## src/rtl/mw_pkg.sv

```systemverilog
package mw_pkg;

   localparam logic [1:0] OPC_SPECIAL = 2'b00;
   localparam logic [1:0] OPC_WRITE   = 2'b01;
   localparam logic [1:0] OPC_READ    = 2'b10;
   localparam logic [1:0] OPC_ERASE   = 2'b11;

   typedef enum logic [2:0] {
      RX_IDLE,
      RX_OPC,
      RX_ADDR,
      RX_DATA,
      RX_DONE,
      RX_READ
   } rx_state_t;

   typedef enum logic [2:0] {
      CMD_NONE,
      CMD_READ,
      CMD_WRITE,
      CMD_ERASE,
      CMD_WEN,
      CMD_WDIS,
      CMD_ERASE_ALL,
      CMD_WRITE_ALL
   } cmd_t;

   // Opcode plus the two leading address bits give the command.
   function automatic cmd_t decode_cmd(input logic [1:0] opc, input logic [1:0] sel);
      cmd_t c;
      case (opc)
         OPC_READ:  c = CMD_READ;
         OPC_WRITE: c = CMD_WRITE;
         OPC_ERASE: c = CMD_ERASE;
         default: begin
            case (sel)
               2'b11:   c = CMD_WEN;
               2'b00:   c = CMD_WDIS;
               2'b10:   c = CMD_ERASE_ALL;
               default: c = CMD_WRITE_ALL;
            endcase
         end
      endcase
      return c;
   endfunction

endpackage

```

## src/rtl/mw_sync.sv

```systemverilog
module mw_sync #(
   parameter int STAGES = 2,
   parameter int W      = 3
) (
   input  logic         clk,
   input  logic         rst_n,
   input  logic [W-1:0] d,
   output logic [W-1:0] q
);

   generate
      if (STAGES == 0) begin : g_pass
         assign q = d;
      end else begin : g_chain
         logic [W-1:0] stage_q [STAGES];
         for (genvar i = 0; i < STAGES; i++) begin : g_stage
            always_ff @(posedge clk or negedge rst_n) begin
               if (!rst_n)      stage_q[i] <= '0;
               else if (i == 0) stage_q[i] <= d;
               else             stage_q[i] <= stage_q[(i == 0) ? 0 : i-1];
            end
         end
         assign q = stage_q[STAGES-1];
      end
   endgenerate

endmodule

```

## src/rtl/mw_rx.sv

```systemverilog
module mw_rx
   import mw_pkg::*;
#(
   parameter int ADDR_W = 6,
   parameter int WORD_W = 16
) (
   input  logic              clk,
   input  logic              rst_n,
   input  logic              cs,
   input  logic              sk_rise,
   input  logic              di,
   input  logic              wide,
   input  logic              hold,
   output logic              frame_done,
   output cmd_t              cmd,
   output logic [ADDR_W:0]   addr,
   output logic [WORD_W-1:0] data,
   output logic              rd_start
);

   localparam int AW8   = ADDR_W + 1;
   localparam int HALF  = WORD_W / 2;
   localparam int CNT_W = $clog2(WORD_W + AW8) + 1;

   rx_state_t          st_q;
   logic [1:0]         opc_q;
   logic [AW8-1:0]     addr_q;
   logic [WORD_W-1:0]  data_q;
   logic [CNT_W-1:0]   cnt_q;
   logic [CNT_W-1:0]   alen, dlen;
   logic [AW8-1:0]     addr_nx;

   function automatic logic [1:0] lead_two(input logic [AW8-1:0] a, input logic w);
      return w ? a[ADDR_W-1 -: 2] : a[ADDR_W -: 2];
   endfunction

   assign alen    = wide ? CNT_W'(ADDR_W) : CNT_W'(AW8);
   assign dlen    = wide ? CNT_W'(WORD_W) : CNT_W'(HALF);
   assign addr_nx = {addr_q[AW8-2:0], di};

   always_ff @(posedge clk or negedge rst_n) begin
      if (!rst_n) begin
         st_q     <= RX_IDLE;
         opc_q    <= '0;
         addr_q   <= '0;
         data_q   <= '0;
         cnt_q    <= '0;
         rd_start <= 1'b0;
      end else if (!cs) begin
         st_q     <= RX_IDLE;
         rd_start <= 1'b0;
      end else begin
         rd_start <= 1'b0;
         if (sk_rise && !hold) begin
            case (st_q)
               RX_IDLE: if (di) begin
                  st_q   <= RX_OPC;
                  cnt_q  <= '0;
                  addr_q <= '0;
                  data_q <= '0;
               end
               RX_OPC: begin
                  opc_q <= {opc_q[0], di};
                  if (cnt_q == CNT_W'(1)) begin
                     st_q  <= RX_ADDR;
                     cnt_q <= '0;
                  end else begin
                     cnt_q <= cnt_q + 1'b1;
                  end
               end
               RX_ADDR: begin
                  addr_q <= addr_nx;
                  if (cnt_q == alen - CNT_W'(1)) begin
                     cnt_q <= '0;
                     case (decode_cmd(opc_q, lead_two(addr_nx, wide)))
                        CMD_READ: begin
                           st_q     <= RX_READ;
                           rd_start <= 1'b1;
                        end
                        CMD_WRITE, CMD_WRITE_ALL: st_q <= RX_DATA;
                        default:                  st_q <= RX_DONE;
                     endcase
                  end else begin
                     cnt_q <= cnt_q + 1'b1;
                  end
               end
               RX_DATA: begin
                  data_q <= {data_q[WORD_W-2:0], di};
                  if (cnt_q == dlen - CNT_W'(1)) st_q <= RX_DONE;
                  else                           cnt_q <= cnt_q + 1'b1;
               end
               default: st_q <= st_q;
            endcase
         end
      end
   end

   assign frame_done = (st_q == RX_DONE);
   assign cmd        = decode_cmd(opc_q, lead_two(addr_q, wide));
   assign addr       = addr_q;
   assign data       = data_q;

   // a read is only launched from the read opcode
   a_r2_read_opcode: assert property (@(posedge clk) disable iff (!rst_n)
      rd_start |-> (opc_q == OPC_READ));

   // a deselect always leaves no finished frame behind
   a_r11_deselect_clears: assert property (@(posedge clk) disable iff (!rst_n)
      !cs |=> !frame_done);

endmodule

```

## src/rtl/mw_tx.sv

```systemverilog
module mw_tx #(
   parameter int ADDR_W = 6,
   parameter int WORD_W = 16
) (
   input  logic              clk,
   input  logic              rst_n,
   input  logic              cs,
   input  logic              sk_rise,
   input  logic              wide,
   input  logic              rd_start,
   input  logic [ADDR_W:0]   start_addr,
   input  logic [WORD_W-1:0] mem_rd_data,
   output logic [ADDR_W:0]   mem_rd_addr,
   output logic              rd_active,
   output logic              rd_bit
);

   localparam int AW8   = ADDR_W + 1;
   localparam int HALF  = WORD_W / 2;
   localparam int CNT_W = $clog2(WORD_W) + 1;

   logic               active_q, bit_q;
   logic [WORD_W-1:0]  sh_q, word;
   logic [CNT_W-1:0]   rem_q, dlen;
   logic [AW8-1:0]     addr_q, last_addr, next_addr;
   logic               load;

   assign dlen      = wide ? CNT_W'(WORD_W) : CNT_W'(HALF);
   assign last_addr = wide ? {1'b0, {ADDR_W{1'b1}}} : {AW8{1'b1}};
   assign next_addr = (addr_q == last_addr) ? '0 : addr_q + 1'b1;
   assign word      = wide ? mem_rd_data : {mem_rd_data[HALF-1:0], {(WORD_W-HALF){1'b0}}};
   assign load      = active_q && sk_rise && (rem_q == '0);

   always_ff @(posedge clk or negedge rst_n) begin
      if (!rst_n) begin
         active_q <= 1'b0;
         bit_q    <= 1'b0;
         sh_q     <= '0;
         rem_q    <= '0;
         addr_q   <= '0;
      end else if (!cs) begin
         active_q <= 1'b0;
         bit_q    <= 1'b0;
      end else if (rd_start) begin
         active_q <= 1'b1;
         bit_q    <= 1'b0;
         rem_q    <= '0;
         addr_q   <= start_addr;
      end else if (load) begin
         bit_q    <= word[WORD_W-1];
         sh_q     <= {word[WORD_W-2:0], 1'b0};
         rem_q    <= dlen - CNT_W'(1);
         addr_q   <= next_addr;
      end else if (active_q && sk_rise) begin
         bit_q    <= sh_q[WORD_W-1];
         sh_q     <= {sh_q[WORD_W-2:0], 1'b0};
         rem_q    <= rem_q - CNT_W'(1);
      end
   end

   assign mem_rd_addr = addr_q;
   assign rd_active   = active_q;
   assign rd_bit      = bit_q;

   // the first bit of a read is the leading zero
   a_r4_lead_zero: assert property (@(posedge clk) disable iff (!rst_n)
      $rose(active_q) |-> !bit_q);

   // each word load steps the address by one or wraps to zero
   a_r5_addr_step: assert property (@(posedge clk) disable iff (!rst_n)
      (cs && !rd_start && load) |=> ((addr_q == $past(addr_q) + 1'b1) || (addr_q == '0)));

endmodule

```

## src/rtl/mw_slave.sv

```systemverilog
module mw_slave
   import mw_pkg::*;
#(
   parameter int ADDR_W      = 6,
   parameter int WORD_W      = 16,
   parameter int SYNC_STAGES = 2
) (
   input  logic              clk,
   input  logic              rst_n,
   input  logic              mw_cs,
   input  logic              mw_sk,
   input  logic              mw_di,
   input  logic              org_wide,
   output logic              mw_do,
   output logic              mw_doe,
   output logic [ADDR_W:0]   mem_rd_addr,
   input  logic [WORD_W-1:0] mem_rd_data,
   input  logic              mem_busy,
   output logic [ADDR_W:0]   prog_addr,
   output logic [WORD_W-1:0] prog_data,
   output logic              prog_write,
   output logic              prog_erase,
   output logic              prog_erase_all,
   output logic              prog_write_all,
   output logic              write_enabled
);

   localparam int HALF = WORD_W / 2;

   generate
      if (ADDR_W < 2) begin : g_bad_addr
         $error("mw_slave: ADDR_W must be at least 2");
      end
      if (WORD_W < 4 || (WORD_W % 2) != 0) begin : g_bad_word
         $error("mw_slave: WORD_W must be even and at least 4");
      end
      if (SYNC_STAGES < 0) begin : g_bad_sync
         $error("mw_slave: SYNC_STAGES must not be negative");
      end
   endgenerate

   logic [2:0] pins_s;
   logic       cs_s, sk_s, di_s, cs_d, sk_d;
   logic       sk_rise, cs_fall;

   mw_sync #(.STAGES(SYNC_STAGES), .W(3)) u_sync (
      .clk (clk),
      .rst_n (rst_n),
      .d ({mw_cs, mw_sk, mw_di}),
      .q (pins_s)
   );

   assign {cs_s, sk_s, di_s} = pins_s;

   always_ff @(posedge clk or negedge rst_n) begin
      if (!rst_n) begin
         cs_d <= 1'b0;
         sk_d <= 1'b0;
      end else begin
         cs_d <= cs_s;
         sk_d <= sk_s;
      end
   end

   assign sk_rise = sk_s & ~sk_d;
   assign cs_fall = ~cs_s & cs_d;

   logic              status_q, wen_q;
   logic              frame_done, rd_start, rd_active, rd_bit;
   cmd_t              cmd;
   logic [ADDR_W:0]   rx_addr;
   logic [WORD_W-1:0] rx_data;

   mw_rx #(.ADDR_W(ADDR_W), .WORD_W(WORD_W)) u_rx (
      .clk (clk),
      .rst_n (rst_n),
      .cs (cs_s),
      .sk_rise (sk_rise),
      .di (di_s),
      .wide (org_wide),
      .hold (status_q),
      .frame_done (frame_done),
      .cmd (cmd),
      .addr (rx_addr),
      .data (rx_data),
      .rd_start (rd_start)
   );

   mw_tx #(.ADDR_W(ADDR_W), .WORD_W(WORD_W)) u_tx (
      .clk (clk),
      .rst_n (rst_n),
      .cs (cs_s),
      .sk_rise (sk_rise),
      .wide (org_wide),
      .rd_start (rd_start),
      .start_addr (rx_addr),
      .mem_rd_data (mem_rd_data),
      .mem_rd_addr (mem_rd_addr),
      .rd_active (rd_active),
      .rd_bit (rd_bit)
   );

   logic execute;
   assign execute = cs_fall && frame_done && !status_q;

   always_ff @(posedge clk or negedge rst_n) begin
      if (!rst_n) begin
         wen_q          <= 1'b0;
         status_q       <= 1'b0;
         prog_addr      <= '0;
         prog_data      <= '0;
         prog_write     <= 1'b0;
         prog_erase     <= 1'b0;
         prog_erase_all <= 1'b0;
         prog_write_all <= 1'b0;
      end else begin
         prog_write     <= 1'b0;
         prog_erase     <= 1'b0;
         prog_erase_all <= 1'b0;
         prog_write_all <= 1'b0;
         if (execute) begin
            prog_addr <= rx_addr;
            prog_data <= org_wide ? rx_data : {{(WORD_W-HALF){1'b0}}, rx_data[HALF-1:0]};
            case (cmd)
               CMD_WEN:  wen_q <= 1'b1;
               CMD_WDIS: wen_q <= 1'b0;
               CMD_WRITE: if (wen_q) begin
                  prog_write <= 1'b1;
                  status_q   <= 1'b1;
               end
               CMD_ERASE: if (wen_q) begin
                  prog_erase <= 1'b1;
                  status_q   <= 1'b1;
               end
               CMD_ERASE_ALL: if (wen_q) begin
                  prog_erase_all <= 1'b1;
                  status_q       <= 1'b1;
               end
               CMD_WRITE_ALL: if (wen_q) begin
                  prog_write_all <= 1'b1;
                  status_q       <= 1'b1;
               end
               default: ;
            endcase
         end else if (sk_rise && cs_s && status_q && di_s && !mem_busy) begin
            status_q <= 1'b0;
         end
      end
   end

   assign write_enabled = wen_q;
   assign mw_doe        = cs_s & (rd_active | status_q);
   assign mw_do         = mw_doe & (rd_active ? rd_bit : ~mem_busy);

   // the pin is never driven while deselected
   a_r6_oe_needs_cs: assert property (@(posedge clk) disable iff (!rst_n)
      mw_doe |-> cs_s);

   // at most one request per cycle, and only right after a deselect
   a_r8_one_request: assert property (@(posedge clk) disable iff (!rst_n)
      $onehot0({prog_write, prog_erase, prog_erase_all, prog_write_all}));

   a_r8_on_deselect: assert property (@(posedge clk) disable iff (!rst_n)
      (prog_write | prog_erase | prog_erase_all | prog_write_all) |-> !cs_d);

   // the status flag is never released while the engine is busy
   a_r10_release_ready: assert property (@(posedge clk) disable iff (!rst_n)
      $fell(status_q) |-> !$past(mem_busy));

endmodule

```

## config.mk

```make
export PLATFORM = sky130hd
export DESIGN_NAME = mw_slave
export DESIGN_NICKNAME = d
export VERILOG_FILES = /design/src/rtl/mw_pkg.sv /design/src/rtl/mw_sync.sv /design/src/rtl/mw_rx.sv /design/src/rtl/mw_tx.sv /design/src/rtl/mw_slave.sv
export SDC_FILE = /design/constraint.sdc
export NUM_CORES = 1
export LEC_CHECK = 0
export BUFFER_PORTS_ARGS = -buffer_cell sky130_fd_sc_hd__buf_2
export CAP_MARGIN = 25
export CELL_PAD_IN_SITES_DETAIL_PLACEMENT = 1
export CELL_PAD_IN_SITES_GLOBAL_PLACEMENT = 1
export CORE_AREA = 4 4 107 109
export CTS_CLUSTER_SIZE = 8
export DETAILED_ROUTE_END_ITERATION = 7
export DIE_AREA = 0 0 111 113
export GPL_ROUTABILITY_DRIVEN = 0
export PLACE_DENSITY_LB_ADDON = 0.2
export SYNTH_ARGS = -nofsm -noshare
export SYNTH_HDL_FRONTEND = slang
export SYNTH_SLANG_ARGS = --single-unit
```

## constraint.sdc

```tcl
create_clock -name clk -period 2.1 [get_ports clk]
set_clock_uncertainty 0.1 [all_clocks]
set_input_delay 0.315 -clock clk [delete_from_list [all_inputs] [get_ports clk]]
set_output_delay 0.315 -clock clk [all_outputs]
set_load 0.03 [all_outputs]
```

==> results_dict.tcl, run 1 <==
set metrics [dict create \
    synthAdderAreaFrac 0.0110 \
    slew_headroom 0.605 \
    syn_area_um2 4560 \
    design_area_um2 5460 \
    synthXorXnorAreaFrac 0.00576 \
    p_leak_uw 0.00267 \
    whs_ps 124 \
    critical_path_class "flip-flop to flip-flop" \
    synth_top_family_by_area "compound AO/OA/AOI/OAI gates" \
    min_period_ps 2080 \
    drv_slew 0 \
    max_freq_mhz 482 \
    final_util 0.515 \
    wl_per_cell_um 17.1 \
    synth_edf_count 0 \
    area_growth_pct 19.6 \
    holdCritPathClass "input pin to flip-flop" \
    start_kind "flip-flop" \
    cellPowerDensity_nw_per_um2 689 \
    r2r_slack_ps 20 \
    vias_per_cell 5.46 \
    hold_depth 3 \
    num-nets-final 561 \
    clock-sinks 101 \
    worst-path-max-fanout 5 \
    p_sw_frac 0.271 \
    hpwl_mm 7.95 \
    post-route-period-util 0.988 \
    cts_buffers 9 \
    ys_warn_count 0 \
    port_buffers 59 \
    worst_ep_arrival_time_ps 2270 \
    worstSkewPairLatency_ps 390 \
    drt_iter0_markers 204 \
    hold_viol_final 0 \
    dp_slack_ps -58.6 \
    synth_compound_area_frac 0.180 \
    power_switching_uw 1020 \
    pwr-share-seq 0.552 \
    synth_top_area_share 0.554 \
    timing.rr.start "u_rx.cnt_q[0]$_DFFE_PN0P_" \
    syn_area_per_cell_um2 9.89 \
    grt_usage 0.194 \
    synthMuxAreaShare 0.0433 \
    vias 3706 \
    final-setup-viol-count 0 \
    p_int_uw 2740 \
    tightestPinTransition_ps 593 \
    cts-htree-levels 3 \
    worstPathRequired_ps 2290 \
    grt_max_degree 46 \
    grt_pass1_vias 3953 \
    p_total_uw 3760 \
    yosysTopAreaCell "dfrtp_1" \
    core-area_um2 10600 \
    grt_antenna_before_repair 0 \
    ctsRootBufferMaster "clkbuf_8" \
    drt_wl_total_mm 11.6 \
    end_kind "flip-flop" \
    first_pass_iters 4 \
    yosysSeqAreaShare 0.554 \
    async_flop_share 1.00 \
    synth_area_leaders "dfrtp_1, nand2_1, o21ai_0" \
    status "complete, no violations" \
    power_frac_comb 0.104 \
    clk_transition_reported_paths_ps 100 \
    dieWidth_um 111 \
    cts_buffer_depth 2 \
    die_y_um 113 \
    n_antenna_cell 0 \
    die_area_um2 12500 \
    setup_slack_ps 24.2 \
    syn_nets 488 \
    drc 0 \
    grt_pass1_wl_mm 19.9 \
    yosys.area_share.simple 0.172 \
    drive_gt1_frac 0.243 \
    worstSetupStartpoint "u_rx.cnt_q[0]$_DFFE_PN0P_" \
    ant_nets 0 \
    synth_cells 461 \
    rows 38 \
    gr-total-overflow 0 \
    start_util 0.430 \
    timing.rr.end "u_rx.cnt_q[4]$_DFFE_PN0P_" \
    synthFlopType "dfrtp_1" \
    synth-seq-cells 101 \
    placed_cell_area_um2 5100 \
    cts_tree "yes" \
    crit_path_end "u_rx.cnt_q[4]$_DFFE_PN0P_" \
    io_pins 60 \
    p_clk_frac 0.344 \
    cap_violations 0 \
    reg2reg_depth 6 \
    ys_types 56 \
    vdd_ir_drop_max_v 0.000502 \
]
==> final cells by class <==
type                            count  area (µm²)
Clock buffer                       10         128
Clock inverter                      6        70.1
Fill cell                        1257        5150
Inverter                           11        41.3
Multi-Input combinational cell    321        1960
Sequential cell                   101        2530
Tap cell                          140         175
Timing Repair Buffer               90         553
==> worst max-delay path: stages, from the launching register on <==
cell	delay [ps]
dfrtp_2	440
buf_4	160
nand3b_1	130
a2111oi_2	90
or4_4	580
or2_4	290
o31ai_4	180
==> cells in the mapped netlist (2+ instances only) <==
master	n
a21o_1	3
xor2_1	2
buf_2	3
dfrtp_1	101
buf_1	2
o22ai_1	5
o21a_1	4
and3_1	10
and2_1	2
nor3_1	8
a2bb2oi_1	2
mux2i_1	13
a311oi_1	2
nor2_1	26
a21oi_1	28
o21ai_1	2
nor3b_1	2
mux2_2	6
a22o_1	23
nor4_1	3
nand3_1	8
clkbuf_1	22
o21ai_0	43
inv_1	11
nand2_1	91
nand4_1	3
o31ai_1	3
nand4b_1	2
ha_1	4
==> cells by family (layout without fill, tap and decap cells) <==
kind of cell	after synthesis	count (layout)
muxes	19	19
DFF	101	101
adders and majority gates	4	4
AOI/OAI and AO/OA	127	127
and+or+nand+nor	168	168
xor gates and xnor gates	3	3
buffers and inverters	39	117
==> registers in the layout, summed over array words and instances (netlist names), 5 cells and up <==
signal            cells
prog_data            16
u_rx.data            16
u_tx.sh_q            15
prog_addr             7
u_rx.addr             7
u_tx.mem_rd_addr      7
u_rx.cnt_q            6
u_tx.rem_q            5
==> worst min path at each step <==
stage                        start                         to  slack, ps
finish              mem_rd_data[0]   u_tx.sh_q[1]$_DFFE_PN0P_        120
global placement             rst_n  u_rx.cnt_q[2]$_DFFE_PN0P_        130
CTS                 mem_rd_data[0]   u_tx.sh_q[1]$_DFFE_PN0P_        110
global route        mem_rd_data[0]   u_tx.sh_q[1]$_DFFE_PN0P_        150
detailed placement           rst_n  u_rx.cnt_q[2]$_DFFE_PN0P_        130
floorplan                    rst_n             cs_d$_DFF_PN0_        -80
==> through the flow <==
| stage | instances | TNS [ps] |
|---|---|---|
| 2_1_floorplan | 461 | 0 |
| 3_3_place_gp | 654 | 0 |
| 3_5_place_dp | 654 | -75.3 |
| 4_1_cts | 675 | 0 |
| 5_1_grt | 679 | -40.7 |
| 6_report | 679 | 0 |
==> power groups by stage <==
stage	Clock (µW)	Combinational, µW	Sequential [µW]
CTS	1340	302	2070
global route	1430	427	2080
global placement	0	262	2100
finish	1290	392	2080
detailed placement	0	278	2100
floorplan	0	203	2050
==> per-layer routing <==
metal  routed length (µm)  vias up  track usage
li1                     -     1761            -
met1                 5280     1876        0.253
met2                 5780       53        0.319
met3                  369       16       0.0449
met4                  190        0       0.0681
met5                    0        -            0
==> cell usage in the layout (no fill, tap or decap), types with 3 or more instances in the layout <==
cell           Yosys  routed
a21o_1             3       3
a21oi_1           28      28
a22o_1            23      23
and3_1            10      10
buf_2              3      58
buf_4              1      27
clkbuf_8           0       9
dfrtp_1          101      96
dfrtp_2            0       5
dlygate4sd3_1      0       4
ha_1               4       4
inv_1             11      11
inv_6              0       3
mux2_2             6       6
mux2i_1           13      13
nand2_1           91      91
nand3_1            8       8
nand4_1            3       3
nor2_1            26      25
nor3_1             8       8
o21a_1             4       4
o21ai_0           43      42
o21ai_1            2       3
o22ai_1            5       4
==> what timing repair did <==
item,4_1_cts,5_1_grt
gates resized for setup,6,15
setup endpoints to repair,6,8
pin swaps,0,3
endpoints found under the hold margin,23,0
hold buffers,4,0
buffers inserted,1,4
(Power assumes the default switching activity.)
==> inputs of run 2 (changes only) <==
- CELL_PAD_IN_SITES_DETAIL_PLACEMENT: 1 -> not set
- CELL_PAD_IN_SITES_GLOBAL_PLACEMENT: 1 -> not set
- CORE_AREA: 4 4 107 109 -> 4 4 104 106
- DIE_AREA: 0 0 111 113 -> 0 0 108 110
==> results_dict.tcl, run 2 (same netlist as run 1, synthesis figures left out) <==
set metrics [dict create \
    slew_headroom 0.616 \
    cts-htree-levels 3 \
    numPlacedInstances 647 \
    n_antenna_cell 0 \
    top_usage_layer "met2" \
    worst_ep_arrival_time_ps 2170 \
    status "complete, no violations" \
    drt_iter0_markers 232 \
    wl_per_cell_um 15.0 \
    final_util 0.552 \
    min_period_ps 2010 \
    grt_pass1_vias 3474 \
    use_met3 0.0384 \
    grt_util_met1 0.252 \
    dieWidth_um 108 \
    cellPowerDensity_nw_per_um2 690 \
    hold_viol_final 0 \
    vias_per_cell 5.40 \
    hold_start "mem_rd_data[0]" \
    worstPathRequired_ps 2260 \
    cts_buffers 9 \
    gr-total-overflow 0 \
    design_area_um2 5390 \
    p_leak_uw 0.00266 \
    critical_path_class "flip-flop to flip-flop" \
    die_area_um2 11900 \
    final_cells 667 \
    grt_usage 0.177 \
    core-area_um2 9770 \
    rows 36 \
    cap_violations 0 \
    grt_setup_unrepaired "no" \
    num-nets-final 556 \
    drt_wl_total_mm 10.0 \
    grt_antenna_before_repair 0 \
    layout_commonest_cell "dfrtp_1" \
    drive_gt1_frac 0.217 \
    grt_max_degree 42 \
    tightestPinTransition_ps 570 \
    io_pins 60 \
    dp_slack_ps 2.26 \
    die_y_um 110 \
    vdd_ir_drop_max_v 0.000322 \
    grt_pass1_wl_mm 16.8 \
    drv_slew 0 \
    cts_tree "yes" \
    ant_nets 0 \
    ctsRootBufferMaster "clkbuf_8" \
    cts_buffer_depth 2 \
    final-setup-viol-count 0 \
    port_buffers 59 \
    setup-tns-final_ps 0 \
    area_growth_pct 18.2 \
    holdCritPathClass "input pin to flip-flop" \
    placed_cell_area_um2 5100 \
    post_cts_buffers 0 \
    end_kind "flip-flop" \
    worst-path-max-fanout 8 \
    post-route-period-util 0.958 \
    timing.rr.start "u_rx.cnt_q[3]$_DFFE_PN0P_" \
    clock-sinks 101 \
    max_freq_mhz 497 \
    layout_common_cells "dfrtp_1, nand2_1, buf_2, o21ai_0, a21oi_1" \
    hpwl_mm 6.89 \
    clk_transition_reported_paths_ps 110 \
    use_met2 0.272 \
    start_util 0.467 \
    drc 0 \
    worstSkewPairLatency_ps 370 \
    start_kind "flip-flop" \
    first_pass_iters 4 \
    vias 3600 \
    setup_slack_ps 88.4 \
    worstSetupStartpoint "u_rx.cnt_q[3]$_DFFE_PN0P_" \
]
run 2: power by group:
part | total, µW | leakage (µW) | switching [µW] | internal [µW]
Combinational | 304 | 0.00131 | 160 | 144
Clock | 1350 | 0.000112 | 760 | 593
Sequential | 2070 | 0.00124 | 78.4 | 1990
Total | 3720 | 0.00266 | 998 | 2730
run 2: final cells by class:
cell class,count,area [µm²]
Clock buffer,9,124
Clock inverter,7,100
Fill cell,887,4380
Inverter,11,41.3
Multi-Input combinational cell,321,1900
Sequential cell,101,2530
Tap cell,133,166
Timing Repair Buffer,85,528
run 2: per-stage QoR:
stage,total power (µW),hold WS (ps)
after floorplan,2260,-80.6
after global placement,2360,177
after detailed placement,2370,180
after CTS,3760,112
after global routing,3890,135
final,3720,125
run 2: timing repair:
action,in CTS,in global routing
setup endpoints to repair,4,4
pin swaps,0,1
endpoints found under the hold margin,30,0
hold buffers,4,0
resized for setup,3,4
run 2: path summary, 6_finish.rpt:
path                       cells past startpoint  slack, ps                   endpoint
min                                            3        130   u_tx.sh_q[1]$_DFFE_PN0P_
max                                            5         90  u_rx.cnt_q[3]$_DFFE_PN0P_
min in group asynchronous                      2        310  u_rx.cnt_q[5]$_DFFE_PN0P_
max in group asynchronous                      3       1040   u_rx.addr[2]$_DFFE_PN0P_
max reg2reg                                    5         90  u_rx.cnt_q[3]$_DFFE_PN0P_
min reg2reg                                    0        260      u_sync.q[2]$_DFF_PN0_
run 2: worst max-delay path, stage by stage (launching register included):
cell	delay, ps
dfrtp_2	480
or3_4	440
a2111oi_2	410
or4_4	220
a2bb2oi_1	170
o31ai_1	90
run 2: per-layer routing:
| metal | vias to the layer above | share of wire |
|---|---|---|
| met5 | - | 0 |
| met4 | 0 | 0.012 |
| met3 | 10 | 0.035 |
| met2 | 67 | 0.46 |
| met1 | 1759 | 0.49 |
| li1 | 1764 | - |
